## src/rtl/sd_clkgen_pkg.sv

```systemverilog
`timescale 1ns/1ps
package sd_clkgen_pkg;
  localparam int REG_W     = 16;
  localparam int CODE_W    = 8;
  localparam int DIV_W     = CODE_W + 1;
  localparam int CODE_LSB  = 8;
  localparam int INT_BIT   = 0;
  localparam int STB_BIT   = 1;
  localparam int CARD_BIT  = 2;
  localparam int RSV_LSB   = 3;
  localparam int RSV_W     = CODE_LSB - RSV_LSB;

  // Map a divider code to a divisor in base cycles.
  function automatic logic [DIV_W-1:0] code_to_divisor(input logic [CODE_W-1:0] c);
    logic [DIV_W-1:0] d;
    int msb;
    msb = 0;
    for (int i = 0; i < CODE_W; i++) begin
      if (c[i]) msb = i;
    end
    if (c == '0)
      d = DIV_W'(1);
    else if (c == CODE_W'(3))
      d = DIV_W'(3);
    else if ((c & (c - CODE_W'(1))) == '0)
      d = {c, 1'b0};
    else if (msb == CODE_W - 1)
      d = DIV_W'(1) << (DIV_W - 1);
    else
      d = DIV_W'(4) << msb;
    return d;
  endfunction

  // Number of base cycles the divided clock spends high.
  function automatic logic [DIV_W-1:0] high_cycles(input logic [DIV_W-1:0] d);
    if (d == DIV_W'(1) || d == DIV_W'(3))
      return DIV_W'(1);
    return d >> 1;
  endfunction
endpackage

```

## src/rtl/sd_clkgen_regs.sv

```systemverilog
`timescale 1ns/1ps
module sd_clkgen_regs
  import sd_clkgen_pkg::*;
(
  input  logic              clk,
  input  logic              rst_n,
  input  logic              wr_en,
  input  logic [CODE_W-1:0] wr_code,
  input  logic              wr_int,
  input  logic              wr_card,
  output logic [CODE_W-1:0] code_q,
  output logic              int_q,
  output logic              card_q,
  output logic              stop_now,
  output logic              restart
);
  assign stop_now = wr_en && !wr_int;
  assign restart  = stop_now || (wr_en && (wr_code != code_q));

  always_ff @(posedge clk or negedge rst_n) begin
    if (!rst_n) begin
      code_q <= '0;
      int_q  <= 1'b0;
      card_q <= 1'b0;
    end else if (wr_en) begin
      code_q <= wr_code;
      int_q  <= wr_int;
      card_q <= wr_card;
    end
  end
endmodule

```

## src/rtl/sd_clkgen_divider.sv

```systemverilog
`timescale 1ns/1ps
module sd_clkgen_divider
  import sd_clkgen_pkg::*;
(
  input  logic             clk,
  input  logic             rst_n,
  input  logic             run,
  input  logic             clr,
  input  logic [DIV_W-1:0] divisor,
  input  logic [DIV_W-1:0] high_len,
  output logic             div_q,
  output logic [DIV_W-1:0] cnt_q,
  output logic             rise_evt,
  output logic             fall_evt
);
  logic             active;
  logic [DIV_W-1:0] cnt_nxt;

  assign active = run && !clr;

  always_comb begin
    if (cnt_q >= divisor - DIV_W'(1))
      cnt_nxt = '0;
    else
      cnt_nxt = cnt_q + DIV_W'(1);
  end

  assign rise_evt = active && (cnt_nxt == '0);
  assign fall_evt = active && (divisor != DIV_W'(1)) && (cnt_nxt == high_len);

  always_ff @(posedge clk or negedge rst_n) begin
    if (!rst_n) begin
      cnt_q <= '0;
      div_q <= 1'b0;
    end else if (!active) begin
      cnt_q <= '0;
      div_q <= 1'b0;
    end else begin
      cnt_q <= cnt_nxt;
      div_q <= (cnt_nxt < high_len);
    end
  end
endmodule

```

## src/rtl/sd_clkgen_stable.sv

```systemverilog
`timescale 1ns/1ps
module sd_clkgen_stable #(
  parameter int PERIODS = 8
) (
  input  logic clk,
  input  logic rst_n,
  input  logic run,
  input  logic clr,
  input  logic rise_evt,
  output logic stable
);
  localparam int CNT_W = $clog2(PERIODS + 1);
  logic [CNT_W-1:0] seen_q;

  always_ff @(posedge clk or negedge rst_n) begin
    if (!rst_n)
      seen_q <= '0;
    else if (!run || clr)
      seen_q <= '0;
    else if (rise_evt && (seen_q != CNT_W'(PERIODS)))
      seen_q <= seen_q + CNT_W'(1);
  end

  assign stable = (seen_q == CNT_W'(PERIODS));
endmodule

```

## src/rtl/sd_clkgen_gate.sv

```systemverilog
`timescale 1ns/1ps
module sd_clkgen_gate (
  input  logic clk,
  input  logic rst_n,
  input  logic run,
  input  logic stop_now,
  input  logic fall_evt,
  input  logic card_en,
  input  logic bypass,
  input  logic div_q,
  output logic gate_q,
  output logic gate_neg,
  output logic sd_clk
);
  // Divided path: the enable only moves on the edge that drives div_q low.
  always_ff @(posedge clk or negedge rst_n) begin
    if (!rst_n)
      gate_q <= 1'b0;
    else if (!run || stop_now)
      gate_q <= 1'b0;
    else if (fall_evt)
      gate_q <= card_en;
  end

  // Undivided path: the enable moves while the base clock is low.
  always_ff @(negedge clk or negedge rst_n) begin
    if (!rst_n)
      gate_neg <= 1'b0;
    else
      gate_neg <= card_en && run;
  end

  assign sd_clk = bypass ? (clk & gate_neg) : (div_q & gate_q);
endmodule

```

## src/rtl/sd_clkgen.sv

```systemverilog
`timescale 1ns/1ps
module sd_clkgen
  import sd_clkgen_pkg::*;
#(
  parameter int STABLE_PERIODS = 8
) (
  input  logic             clk,
  input  logic             rst_n,
  input  logic             wr_en,
  input  logic [REG_W-1:0] wr_data,
  output logic [REG_W-1:0] rd_data,
  output logic             sd_clk_out
);
  logic [CODE_W-1:0] code_q;
  logic              int_q;
  logic              card_q;
  logic              stop_now;
  logic              restart;
  logic [DIV_W-1:0]  divisor;
  logic [DIV_W-1:0]  high_len;
  logic              bypass;
  logic              div_level;
  logic [DIV_W-1:0]  div_cnt;
  logic              rise_evt;
  logic              fall_evt;
  logic              stable;
  logic              gate_on;
  logic              gate_neg;
  logic              unused_wr_bits;

  assign unused_wr_bits = ^{wr_data[CODE_LSB-1:RSV_LSB], wr_data[STB_BIT]};

  sd_clkgen_regs u_regs (
    .clk      (clk),
    .rst_n    (rst_n),
    .wr_en    (wr_en),
    .wr_code  (wr_data[CODE_LSB +: CODE_W]),
    .wr_int   (wr_data[INT_BIT]),
    .wr_card  (wr_data[CARD_BIT]),
    .code_q   (code_q),
    .int_q    (int_q),
    .card_q   (card_q),
    .stop_now (stop_now),
    .restart  (restart)
  );

  assign divisor  = code_to_divisor(code_q);
  assign high_len = high_cycles(divisor);
  assign bypass   = (divisor == DIV_W'(1));

  sd_clkgen_divider u_div (
    .clk      (clk),
    .rst_n    (rst_n),
    .run      (int_q),
    .clr      (restart),
    .divisor  (divisor),
    .high_len (high_len),
    .div_q    (div_level),
    .cnt_q    (div_cnt),
    .rise_evt (rise_evt),
    .fall_evt (fall_evt)
  );

  sd_clkgen_stable #(.PERIODS(STABLE_PERIODS)) u_stable (
    .clk      (clk),
    .rst_n    (rst_n),
    .run      (int_q),
    .clr      (restart),
    .rise_evt (rise_evt),
    .stable   (stable)
  );

  sd_clkgen_gate u_gate (
    .clk      (clk),
    .rst_n    (rst_n),
    .run      (int_q),
    .stop_now (stop_now),
    .fall_evt (fall_evt),
    .card_en  (card_q),
    .bypass   (bypass),
    .div_q    (div_level),
    .gate_q   (gate_on),
    .gate_neg (gate_neg),
    .sd_clk   (sd_clk_out)
  );

  always_comb begin
    rd_data                       = '0;
    rd_data[CODE_LSB +: CODE_W]   = code_q;
    rd_data[INT_BIT]              = int_q;
    rd_data[STB_BIT]              = stable;
    rd_data[CARD_BIT]             = card_q;
  end
endmodule

```

## config.mk

```make
export PLATFORM = sky130hd
export DESIGN_NAME = sd_clkgen
export DESIGN_NICKNAME = d
export VERILOG_FILES = /design/src/rtl/sd_clkgen_pkg.sv /design/src/rtl/sd_clkgen_regs.sv /design/src/rtl/sd_clkgen_divider.sv /design/src/rtl/sd_clkgen_stable.sv /design/src/rtl/sd_clkgen_gate.sv /design/src/rtl/sd_clkgen.sv
export SDC_FILE = /design/constraint.sdc
export NUM_CORES = 1
export LEC_CHECK = 0
export BUFFER_PORTS_ARGS = -buffer_cell sky130_fd_sc_hd__buf_2
export CELL_PAD_IN_SITES_DETAIL_PLACEMENT = 0
export CELL_PAD_IN_SITES_GLOBAL_PLACEMENT = 1
export CORE_MARGIN = 1.5
export CORE_UTILIZATION = 35
export CTS_CLUSTER_DIAMETER = 200
export DETAILED_ROUTE_END_ITERATION = 8
export PLACE_DENSITY_LB_ADDON = 0.1
export RECOVER_POWER = 100
export SLEW_MARGIN = 5
export SYNTH_ARGS = -nofsm -noshare
export SYNTH_HDL_FRONTEND = slang
export SYNTH_SLANG_ARGS = --single-unit
```

## constraint.sdc

```tcl
create_clock -name clk -period 9.86 [get_ports clk]
set_input_delay 2.465 -clock clk [delete_from_list [all_inputs] [get_ports clk]]
set_output_delay 2.465 -clock clk [all_outputs]
set_load 0.1 [all_outputs]
```

==> metrics.csv, run 1 <==
metric,value,unit
critical_path_arrival,6780,ps
hold_viol,0,
cpPeakStageDelay,870,ps
path_class,reg2out,
critical_path.endpoint_type,output port,
remaining_drc_errors,1,
diodes,0,
final-setup-viol-count,0,
slew_violations,27,
drt-wirelength-per-cell,14.7,um
critPathRequiredTime,7400,ps
cts.hold.buffers_added,0,
proportion_of_synthesized_area_in_mux_cells,3.70,%
crit_chain,nand2_1 -> o21ai_1 -> clkbuf_1,
grtUsageTotal,15.4,%
cpMaxStageDelayCell,sky130_fd_sc_hd__clkbuf_1,
ios,36,
portBuffers,24,
floorplan.die_area,7270,um^2
largest_area_contributor_in_the_netlist,sky130_fd_sc_hd__dfrtp_1,
post-dp-hpwl,4110,um
synthAdderAreaFrac,12.9,%
vias_in_the_first_global_route,1796,
cts_resized,0,
die_w,85.3,um
cell_count_of_the_worst_reg_to_reg_path,1,
combinational_family_with_the_most_area_after_synthesis,simple AND/OR/NAND/NOR gates,
outcome,finished with violations,
yosys_warnings,0,
final_net_count,323,
synth_compound_gate_area_share,14.1,%
power_per_cell_area,135,nW/um^2
synth-edff-count,0,
initial_antenna_violation_count,0,
drtPass1Iterations,6,
synthXorXnorAreaFrac,8.87,%
hold_path_class,reg2reg,
synth.cell_area,2370,um^2
critical_path_depth,3,
design_area_final,2470,um^2
synth_top_cell_area_share,26.4,%
gp_congestion,0.783,
number_of_cells_in_the_design_after_placement,351,
layout.cells.most_common,sky130_fd_sc_hd__nor2_1,
worst_setup_path_start_kind,register,
crit-reg2reg-launch,u_regs.int_q,
worst-r2r-setup-slack,4220,ps
clk_pin_slew_worst_paths,100,ps
drv.max_cap_violation_count,1,
floorplan.die.height,85.3,um
antenna_violating_nets_post_route,0,
post_route_cells_drive_above_1_share,12.8,%
ys_async_sr_fraction,100,%
overflow,0,
synth-simple-area-share,23.1,%
synth_top_cells_by_area,"sky130_fd_sc_hd__dfrtp_1 (26%), sky130_fd_sc_hd__ha_1 (12%), sky130_fd_sc_hd__xnor2_1 (5.9%)",
least_margin_pin_slew,1510,ps
floorplan_core_area,6460,um^2
post_cts_buffers,0,
fin_skew,21.8,ps
cellLeakagePower,1.07,nW
postPlaceCellArea,2430,um^2
worst_setup_path_startpoint,u_gate.gate_neg,
grt_first_pass_wirelength,8830,um
worst-path-max-fanout,1,
worst_skew_pair.late_latency,400,ps
avgSynthCellArea,8.90,um^2
worst_r2r_endpoint,u_gate.gate_neg,
violations,"design-rule violations, max-capacitance violations, max-slew violations",
postSynth.topFlopCell,sky130_fd_sc_hd__dfrtp_1,
cts_tree,done,
wl,5270,um
routed-via-count,1808,
worst_path_dominant_cell_family,buffers and inverters,
netlist_instances,266,
slew_headroom,-0.690,%
ys_seq_area_share,27.5,%
start_util,36.7,%
std_cell_rows,29,
detail_route.iter0.violations,63,
crit_end,sd_clk_out,
ys_ff_latch,26,
irDropWorstVdd,0.0000976,V
layout_common_cells,"sky130_fd_sc_hd__nor2_1 (33), sky130_fd_sc_hd__dfrtp_1 (25), sky130_fd_sc_hd__ha_1 (22)",
pin_count_of_the_biggest_net_entering_global_routing,27,
routed_via_density,5.05,
synth_cell_type_count,61,
instances_no_fill,358,
fin_tns_setup,0,ps
rsz_0062_raised_after_global_routing,false,
area_delta_synth_final,4.33,%
path_buf_inv,1,
## report_power, final
part           switching [mW]  internal [mW]  leakage [nW]
combinational          0.0738         0.0303         0.674
clock                  0.0432         0.0618        0.0539
sequential             0.0130          0.112         0.339
total                   0.130          0.204          1.07
## Yosys cell counts, types with 2 or more instances
| cell | count |
|---|---|
| sky130_fd_sc_hd__buf_6 | 6 |
| sky130_fd_sc_hd__maj3_1 | 2 |
| sky130_fd_sc_hd__nand2_1 | 20 |
| sky130_fd_sc_hd__nor3_1 | 4 |
| sky130_fd_sc_hd__buf_4 | 8 |
| sky130_fd_sc_hd__mux2i_1 | 2 |
| sky130_fd_sc_hd__nor2_1 | 33 |
| sky130_fd_sc_hd__nor2_2 | 3 |
| sky130_fd_sc_hd__clkbuf_8 | 2 |
| sky130_fd_sc_hd__xnor2_1 | 16 |
| sky130_fd_sc_hd__clkbuf_1 | 4 |
| sky130_fd_sc_hd__nand3_1 | 11 |
| sky130_fd_sc_hd__and2_1 | 2 |
| sky130_fd_sc_hd__nor4_4 | 2 |
| sky130_fd_sc_hd__a21oi_1 | 10 |
| sky130_fd_sc_hd__or2_1 | 2 |
| sky130_fd_sc_hd__or3_1 | 3 |
| sky130_fd_sc_hd__dfrtp_1 | 25 |
| sky130_fd_sc_hd__o211ai_1 | 3 |
| sky130_fd_sc_hd__ha_1 | 22 |
| sky130_fd_sc_hd__nand4_1 | 4 |
| sky130_fd_sc_hd__o21ai_0 | 9 |
| sky130_fd_sc_hd__mux2_2 | 6 |
| sky130_fd_sc_hd__o21a_1 | 3 |
| sky130_fd_sc_hd__o31ai_1 | 2 |
| sky130_fd_sc_hd__o2111ai_1 | 4 |
| sky130_fd_sc_hd__xor2_1 | 8 |
| sky130_fd_sc_hd__inv_1 | 14 |
| sky130_fd_sc_hd__nor2b_1 | 3 |
| sky130_fd_sc_hd__nand2b_1 | 2 |
## cell type report
class	count	area (um^2)
timing repair buffer	24	103
fill	721	3990
tap	77	96.3
clock buffer	8	100
sequential	26	651
multi-input combinational	209	1470
inverter	14	52.6
## sequential cells by signal, indices dropped and copies added (netlist names)
register,count
u_div.div_q,1
u_div.cnt_q,9
u_regs.int_q,1
u_regs.card_q,1
u_gate.gate_q,1
u_gate.gate_neg,1
u_regs.code_q,8
u_stable.seen_q,4
## how the worst min path moves through the flow
| stage | slack [ps] | cells past startpoint | from | end |
|---|---|---|---|---|
| 2_1_floorplan | 500 | 2 | u_stable.seen_q[3] | u_stable.seen_q[3] |
| 3_5_place_dp | 530 | 2 | u_stable.seen_q[3] | u_stable.seen_q[3] |
| 4_1_cts | 560 | 2 | u_stable.seen_q[3] | u_stable.seen_q[3] |
| 6_report | 560 | 2 | u_stable.seen_q[3] | u_stable.seen_q[3] |
| 5_1_grt | 610 | 2 | u_stable.seen_q[3] | u_stable.seen_q[3] |
| 3_3_place_gp | 530 | 2 | u_stable.seen_q[3] | u_stable.seen_q[3] |
## cell families (layout without fill, tap and decap cells)
kind of cell / Yosys count / after routing
simple gates: 100 / 100
compound gates: 47 / 47
buf+inv: 35 / 46
flops: 26 / 26
fa+ha+maj: 25 / 25
xor+xnor: 24 / 24
mux: 8 / 8
other cells: 1 / 5
## metal layers
metal  part of all wire, %  wire length, um  vias to the layer above  GRT usage [%]
met2                    43             2260                       22           22.6
met1                    55             2880                      845           23.1
met3                   1.5               80                        4           2.53
met5                     0                0                        -              0
li1                      -                -                      937              -
met4                  0.89               47                        0           4.84
## per-stage QoR
step / hold WS [ps] / utilization (%) / power [mW] / worst slack, ps
2_1_floorplan: 504 / - / 0.222 / 712
3_3_place_gp: 534 / 37.7 / 0.236 / 1540
3_5_place_dp: 533 / 37.7 / 0.236 / 1540
4_1_cts: 564 / 39.2 / 0.345 / 1020
5_1_grt: 605 / 38.3 / 0.354 / 501
6_report: 561 / 38.3 / 0.334 / 619
Note: power is estimated with default switching activity, not from simulation.
==> inputs of run 2 (changes only) <==
Settings changed: GPL_TIMING_DRIVEN from default to 0.
==> run 2 against run 1 <==
  * The run ends with design-rule violations left
  * Clock power is essentially flat
  * First-iteration DRC count grew 24%
  * Setup slack gained 16 ps
  * Power grew 2.8%
  * Sequential power shrank 6%
  * Clock skew shrank 2.6 ps
  * Global-route usage grew 0.20 points
  * Critical path depth is the same
  * Combinational power grew 16%
  * Clock-buffer cell count is the same
  * Hold slack lost 1.1 ps
  * Register-to-register slack lost 50 ps
  * Highest routed layer unchanged
==> metrics.csv, run 2 (same netlist as run 1, synthesis figures left out) <==
metric,value,unit,change
cpMaxStageDelayCell,sky130_fd_sc_hd__clkbuf_1,,
finalCoreUtilization,40.7,%,+2.5 points
cts_resized,0,,unchanged
clk_pin_slew_worst_paths,100,ps,about the same
final-setup-viol-count,0,,unchanged
std_cell_rows,29,,unchanged
drtPass1Iterations,6,,unchanged
drv.max_cap_violation_count,0,,-1
drt-wirelength-per-cell,13.9,um,-5.6%
vias_in_the_first_global_route,1799,,+0.17%
floorplan_core_area,6460,um^2,unchanged
post_route_cells_drive_above_1_share,17.7,%,+4.9 points
ios,36,,unchanged
layout_common_cells,"sky130_fd_sc_hd__nor2_1 (33), sky130_fd_sc_hd__dfrtp_1 (25), sky130_fd_sc_hd__ha_1 (22)",,
worst_setup_path_start_kind,register,,
worst_r2r_endpoint,u_div.div_q,,
start_util,36.7,%,unchanged
biggestRegsByFlops,"u_div.cnt_q: 9 flops, u_regs.code_q: 8 flops, u_stable.seen_q: 4 flops",,
area_delta_synth_final,11.1,%,
wl,5240,um,-0.59%
cts.hold.buffers_added,0,,unchanged
portBuffers,23,,-4.2%
overflow,0,,unchanged
critPathRequiredTime,7400,ps,about the same
fin_skew,19.2,ps,-2.59 ps
outcome,finished with violations,,
path_class,reg2out,,
die_w,85.3,um,unchanged
violations,design-rule violations,,
largest_reg_flops,9,,unchanged
crit_chain,nand2_1 -> o21ai_1 -> clkbuf_1,,
floorplan.die.height,85.3,um,unchanged
post_cts_buffers,0,,unchanged
gp_congestion,0.794,,+1.5%
final_net_count,342,,+5.9%
num-fill-cells,667,,-7.5%
post-dp-hpwl,4170,um,+1.4%
layout.cells.most_common,sky130_fd_sc_hd__nor2_1,,
cell_count_of_the_worst_reg_to_reg_path,24,,+23
hold_path_class,reg2reg,,
hold_viol,0,,unchanged
path_buf_inv,1,,unchanged
cpPeakStageDelay,880,ps,about the same
hold_path_end,u_stable.seen_q[3],,
hp-start,u_stable.seen_q[3],,
grtUsageTotal,15.6,%,+0.20 points
routed-via-count,1900,,+5.1%
crit-reg2reg-launch,u_regs.code_q[5],,
critical_path.endpoint_type,output port,,
grt_first_pass_wirelength,8970,um,+1.6%
register_bank_with_the_most_flops,u_div.cnt_q,,
remaining_drc_errors,1,,unchanged
routed_via_density,5.04,,-0.21%
pnr_total_power,0.344,mW,+2.8%
worst-path-max-fanout,1,,unchanged
worst_skew_pair.late_latency,400,ps,about the same
power_per_cell_area,131,nW/um^2,-3.4%
antenna_violating_nets_post_route,0,,unchanged
critical_path_arrival,6760,ps,-20 ps
diodes,0,,unchanged
least_margin_pin_slew,1460,ps,-46.5 ps
worst_path_dominant_cell_family,buffers and inverters,,
slew_violations,0,,-100%
cts_tree,done,,
rsz_0062_raised_after_global_routing,false,,
fin_tns_setup,0,ps,unchanged
detail_route.iter0.violations,78,,+24%
cellLeakagePower,1.16,nW,+9.0%
slew_headroom,2.41,%,+3.1 points
worst-r2r-setup-slack,4170,ps,-50 ps
whs_path_depth,2,,unchanged
floorplan.die_area,7270,um^2,unchanged
initial_antenna_violation_count,0,,unchanged
pin_count_of_the_biggest_net_entering_global_routing,27,,unchanged
irDropWorstVdd,0.0000862,V,-12%
-- run 2: cell types whose count changed in the layout (fill, tap and decap cells not counted) --
cell	before	now
sky130_fd_sc_hd__or2_0	1	0
sky130_fd_sc_hd__clkbuf_1	15	18
sky130_fd_sc_hd__or2_2	0	1
sky130_fd_sc_hd__buf_4	0	8
sky130_fd_sc_hd__buf_6	0	5
sky130_fd_sc_hd__clkbuf_8	7	9
sky130_fd_sc_hd__and2_0	1	0
sky130_fd_sc_hd__and2_1	1	2
sky130_fd_sc_hd__buf_2	10	11
-- run 2: layout make-up --
cell class	instances	area (um^2)	share of cell area (%)
plain buffers	21	168	6.37
clock buffers	8	100	3.80
inverters	14	52.6	2.00
multi-input cells	209	1470	55.8
flip-flops and latches	26	651	24.7
well taps	77	96.3	3.66
repair buffers	22	95.1	3.61
-- run 2: worst register-to-register path, cell delays in order (launching register included) --
cell	delay [ps]
sky130_fd_sc_hd__dfrtp_1	390
sky130_fd_sc_hd__clkbuf_1	190
sky130_fd_sc_hd__nor4_1	880
sky130_fd_sc_hd__or2b_1	350
sky130_fd_sc_hd__nor3_1	240
sky130_fd_sc_hd__inv_1	100
sky130_fd_sc_hd__ha_1	220
sky130_fd_sc_hd__nand3_1	160
sky130_fd_sc_hd__nor2b_1	70
sky130_fd_sc_hd__o32a_1	180
sky130_fd_sc_hd__ha_1	300
sky130_fd_sc_hd__a41oi_1	120
sky130_fd_sc_hd__nor2_1	100
sky130_fd_sc_hd__o31ai_1	80
sky130_fd_sc_hd__o211ai_1	170
sky130_fd_sc_hd__clkbuf_1	400
sky130_fd_sc_hd__nor2_1	100
sky130_fd_sc_hd__ha_1	310
sky130_fd_sc_hd__nor2b_1	130
sky130_fd_sc_hd__o21a_1	160
sky130_fd_sc_hd__o21a_1	160
sky130_fd_sc_hd__o21a_1	150
sky130_fd_sc_hd__o21ai_0	170
sky130_fd_sc_hd__a21oi_1	100
sky130_fd_sc_hd__a2111oi_0	310
-- run 2: where the power goes --
part           internal (mW)  switching (mW)  total [mW]  leakage [nW]
registers              0.112         0.00479       0.117         0.339
logic                 0.0382          0.0831       0.121         0.770
clock network         0.0619          0.0435       0.105        0.0539
-- run 2: worst max-delay path by stage --
stage,startpoint,to,slack [ps],depth (start not counted)
after floorplan,u_gate.gate_neg,sd_clk_out,710,2
after global routing,u_gate.gate_neg,sd_clk_out,520,3
after CTS,u_gate.gate_neg,sd_clk_out,1040,3
after global placement,u_gate.gate_neg,sd_clk_out,1540,3
final,u_gate.gate_neg,sd_clk_out,640,3
after detailed placement,u_gate.gate_neg,sd_clk_out,1540,3
-- run 2: layer usage --
layer / global-route usage, % / wire (um) / vias up / share of wire [%]
li1: - / - / 978 / -
met1: 23.4 / 2740 / 877 / 52
met4: 6.30 / 63 / 0 / 1.2
met2: 22.1 / 2280 / 37 / 44
met3: 2.63 / 158 / 8 / 3.0
met5: 0 / 0 / - / 0
-- run 2: through the flow --
stage	std cells	setup WS, ps	hold WS [ps]	area [um^2]
2_1_floorplan	270	712	504	2380
6_report	377	635	560	2630
3_3_place_gp	370	1540	536	2590
5_1_grt	377	525	623	2630
4_1_cts	377	1040	565	2690
3_5_place_dp	370	1540	541	2590
==> inputs of run 3 (changes only) <==
Settings changed: ABC_AREA from default to 1.
==> run 3 against run 2 <==
  * The flow finishes with violations (max-capacitance violations, max-slew violations)
  * Routed wire length increased by 7.5%
  * Synthesized cell count increased by 38%
  * Area after synthesis increased by 4.1%
  * Clock skew increased by 1.7 ps
  * Largest cell class unchanged
  * Largest power group unchanged
  * Highest routed layer unchanged
==> metrics.csv, run 3 <==
metric,value,unit,change
final-setup-viol-count,0,,unchanged
ys_async_sr_fraction,100,%,unchanged
antenna_violating_nets_post_route,0,,unchanged
grt_first_pass_wirelength,9910,um,+10%
start_util,36.3,%,-0.37 points
largest_reg_flops,9,,unchanged
worst-path-max-fanout,1,,unchanged
drtPass1Iterations,4,,-2
cts_tree,done,,
diodes,0,,unchanged
std_cell_rows,30,,+3.4%
layout_common_cells,"sky130_fd_sc_hd__nand2_1 (87), sky130_fd_sc_hd__inv_1 (54), sky130_fd_sc_hd__nor2_1 (47)",,
critical_path.endpoint_type,output port,,
synth-edff-count,0,,unchanged
worst_r2r_endpoint,u_gate.gate_neg,,
routed-via-count,2201,,+16%
synth_cell_type_count,32,,-48%
critPathRequiredTime,7400,ps,about the same
pin_count_of_the_biggest_net_entering_global_routing,27,,unchanged
cts_resized,0,,unchanged
ys_ff_latch,26,,unchanged
pnr_total_power,0.374,mW,+8.9%
critical_path_arrival,6740,ps,-20 ps
largest_area_contributor_in_the_netlist,sky130_fd_sc_hd__dfrtp_1,,
gp_congestion,0.838,,+5.5%
hold_viol,0,,unchanged
area_delta_synth_final,13.0,%,
cts.hold.buffers_added,0,,unchanged
outcome,finished with violations,,
overflow,0,,unchanged
slew_headroom,-0.612,%,-3.0 points
path_class,reg2out,,
synth_top_cells_by_area,"sky130_fd_sc_hd__dfrtp_1 (25%), sky130_fd_sc_hd__nand2_1 (13%), sky130_fd_sc_hd__ha_1 (11%)",,
irDropWorstVdd,0.0000714,V,-17%
ys_seq_area_share,26.4,%,-1.1 points
num-fill-cells,751,,+13%
ios,36,,unchanged
post_cts_buffers,0,,unchanged
worst_skew_pair.late_latency,400,ps,about the same
crit-reg2reg-launch,u_regs.card_q,,
layout.cells.most_common,sky130_fd_sc_hd__nand2_1,,
initial_antenna_violation_count,0,,unchanged
routed_via_density,4.42,,-12%
fin_tns_setup,0,ps,unchanged
postSynth.topFlopCell,sky130_fd_sc_hd__dfrtp_1,,
rsz_0062_raised_after_global_routing,false,,
drv.max_cap_violation_count,1,,+1
worst_setup_path_start_kind,register,,
cell_count_of_the_worst_reg_to_reg_path,2,,-92%
violations,"max-capacitance violations, max-slew violations",,
hp-start,u_gate.gate_q,,
hold_path_class,reg2reg,,
synth.cell_area,2470,um^2,+4.1%
drt-wirelength-per-cell,11.3,um,-19%
power_per_cell_area,134,nW/um^2,+2.9%
final_net_count,444,,+30%
least_margin_pin_slew,1510,ps,+45.3 ps
wl,5630,um,+7.5%
synth_top_cell_area_share,25.4,%,-1.0 points
detail_route.iter0.violations,57,,-27%
yosys_warnings,0,,unchanged
design_area_final,2790,um^2,+5.9%
netlist_instances,367,,+38%
floorplan.die_area,7560,um^2,+4.0%
post-dp-hpwl,4690,um,+12%
hold_path_end,u_gate.gate_q,,
cellLeakagePower,1.54,nW,+32%
clk_pin_slew_worst_paths,100,ps,about the same
grtUsageTotal,17.1,%,+1.4 points
die_w,86.9,um,+2.0%
slew_violations,27,,+27
register_bank_with_the_most_flops,u_div.cnt_q,,
synthTopCellsByCount,"sky130_fd_sc_hd__nand2_1 (87), sky130_fd_sc_hd__inv_1 (54), sky130_fd_sc_hd__nor2_1 (43), sky130_fd_sc_hd__nand3_1 (28), sky130_fd_sc_hd__dfrtp_1 (25)",,
post_route_cells_drive_above_1_share,14.7,%,-3.0 points
fin_skew,20.9,ps,+1.68 ps
whs_path_depth,2,,unchanged
portBuffers,24,,+4.3%
remaining_drc_errors,0,,-1
instances_no_fill,498,,+32%
avgSynthCellArea,6.72,um^2,-25%
floorplan_core_area,6790,um^2,+5.2%
vias_in_the_first_global_route,2151,,+20%
biggestRegsByFlops,"u_div.cnt_q: 9 flops, u_regs.code_q: 8 flops, u_stable.seen_q: 4 flops",,
postPlaceCellArea,2720,um^2,+4.9%
worst-r2r-setup-slack,4310,ps,+140 ps
number_of_cells_in_the_design_after_placement,491,,+33%
synth_most_common_cell,sky130_fd_sc_hd__nand2_1,,
floorplan.die.height,86.9,um,+2.0%
run 3: cell count changes after synthesis, sizes merged, moves of 7 or more:
cell   change
nand2     +78
inv       +45
nand3     +19
nor2      +19
o21ai     +16
xnor2     -11
buf        -7
run 3: metrics by stage:
stage	hold slack, ps	setup WS, ps	util (%)
after floorplan	478	712	-
after global placement	490	1540	40.1
after CTS	530	1090	41.7
after global routing	565	580	41.0
after detailed placement	505	1540	40.1
final	526	658	41.0
run 3: worst max-delay path by stage:
stage,startpoint,cells after the start,to,slack (ps)
after detailed placement,u_gate.gate_neg,3,sd_clk_out,1540
after CTS,u_gate.gate_neg,3,sd_clk_out,1090
after floorplan,u_gate.gate_neg,2,sd_clk_out,710
after global routing,u_gate.gate_neg,3,sd_clk_out,580
after global placement,u_gate.gate_neg,3,sd_clk_out,1540
final,u_gate.gate_neg,3,sd_clk_out,660
run 3: critical path: stages (launching register included):
cell,delay [ps]
sky130_fd_sc_hd__dfrtn_1,390
sky130_fd_sc_hd__nand2_1,40
sky130_fd_sc_hd__o21ai_1,100
sky130_fd_sc_hd__clkbuf_1,870
run 3: cells by family after synthesis:
kind of cell / share of synthesized area (%)
AND/OR/NAND/NOR: 37.7
buffers and inverters: 11.7
flip-flops: 26.4
adder cells (fa/ha/maj): 11.2
other: 0.152
XOR/XNOR: 4.26
AO/OA/AOI/OAI: 8.57
run 3: cell type report:
class / instances / area, um^2 / share of cell area (%)
multi-input combinational: 276 / 1510 / 54.2
sequential: 26 / 651 / 23.3
inverter: 59 / 221 / 7.95
tap: 96 / 120 / 4.31
timing repair buffer: 23 / 98.8 / 3.55
clock buffer: 7 / 86.3 / 3.10
buffer: 10 / 67.6 / 2.42
clock inverter: 1 / 30.0 / 1.08
run 3: routing by layer:
layer / GRT usage (%) / wire length, um
met1: 21.7 / 2770
met2: 28.8 / 2620
met3: 2.84 / 135
met4: 6.45 / 100
met5: 0 / 0
run 3: report_power, final:
part           internal [mW]  leakage (nW)  switching (mW)  total [mW]
logic                 0.0351          1.13          0.0946       0.130
clock network         0.0805        0.0608          0.0450       0.126
registers              0.112         0.341         0.00680       0.119
total                  0.228          1.54           0.146       0.374
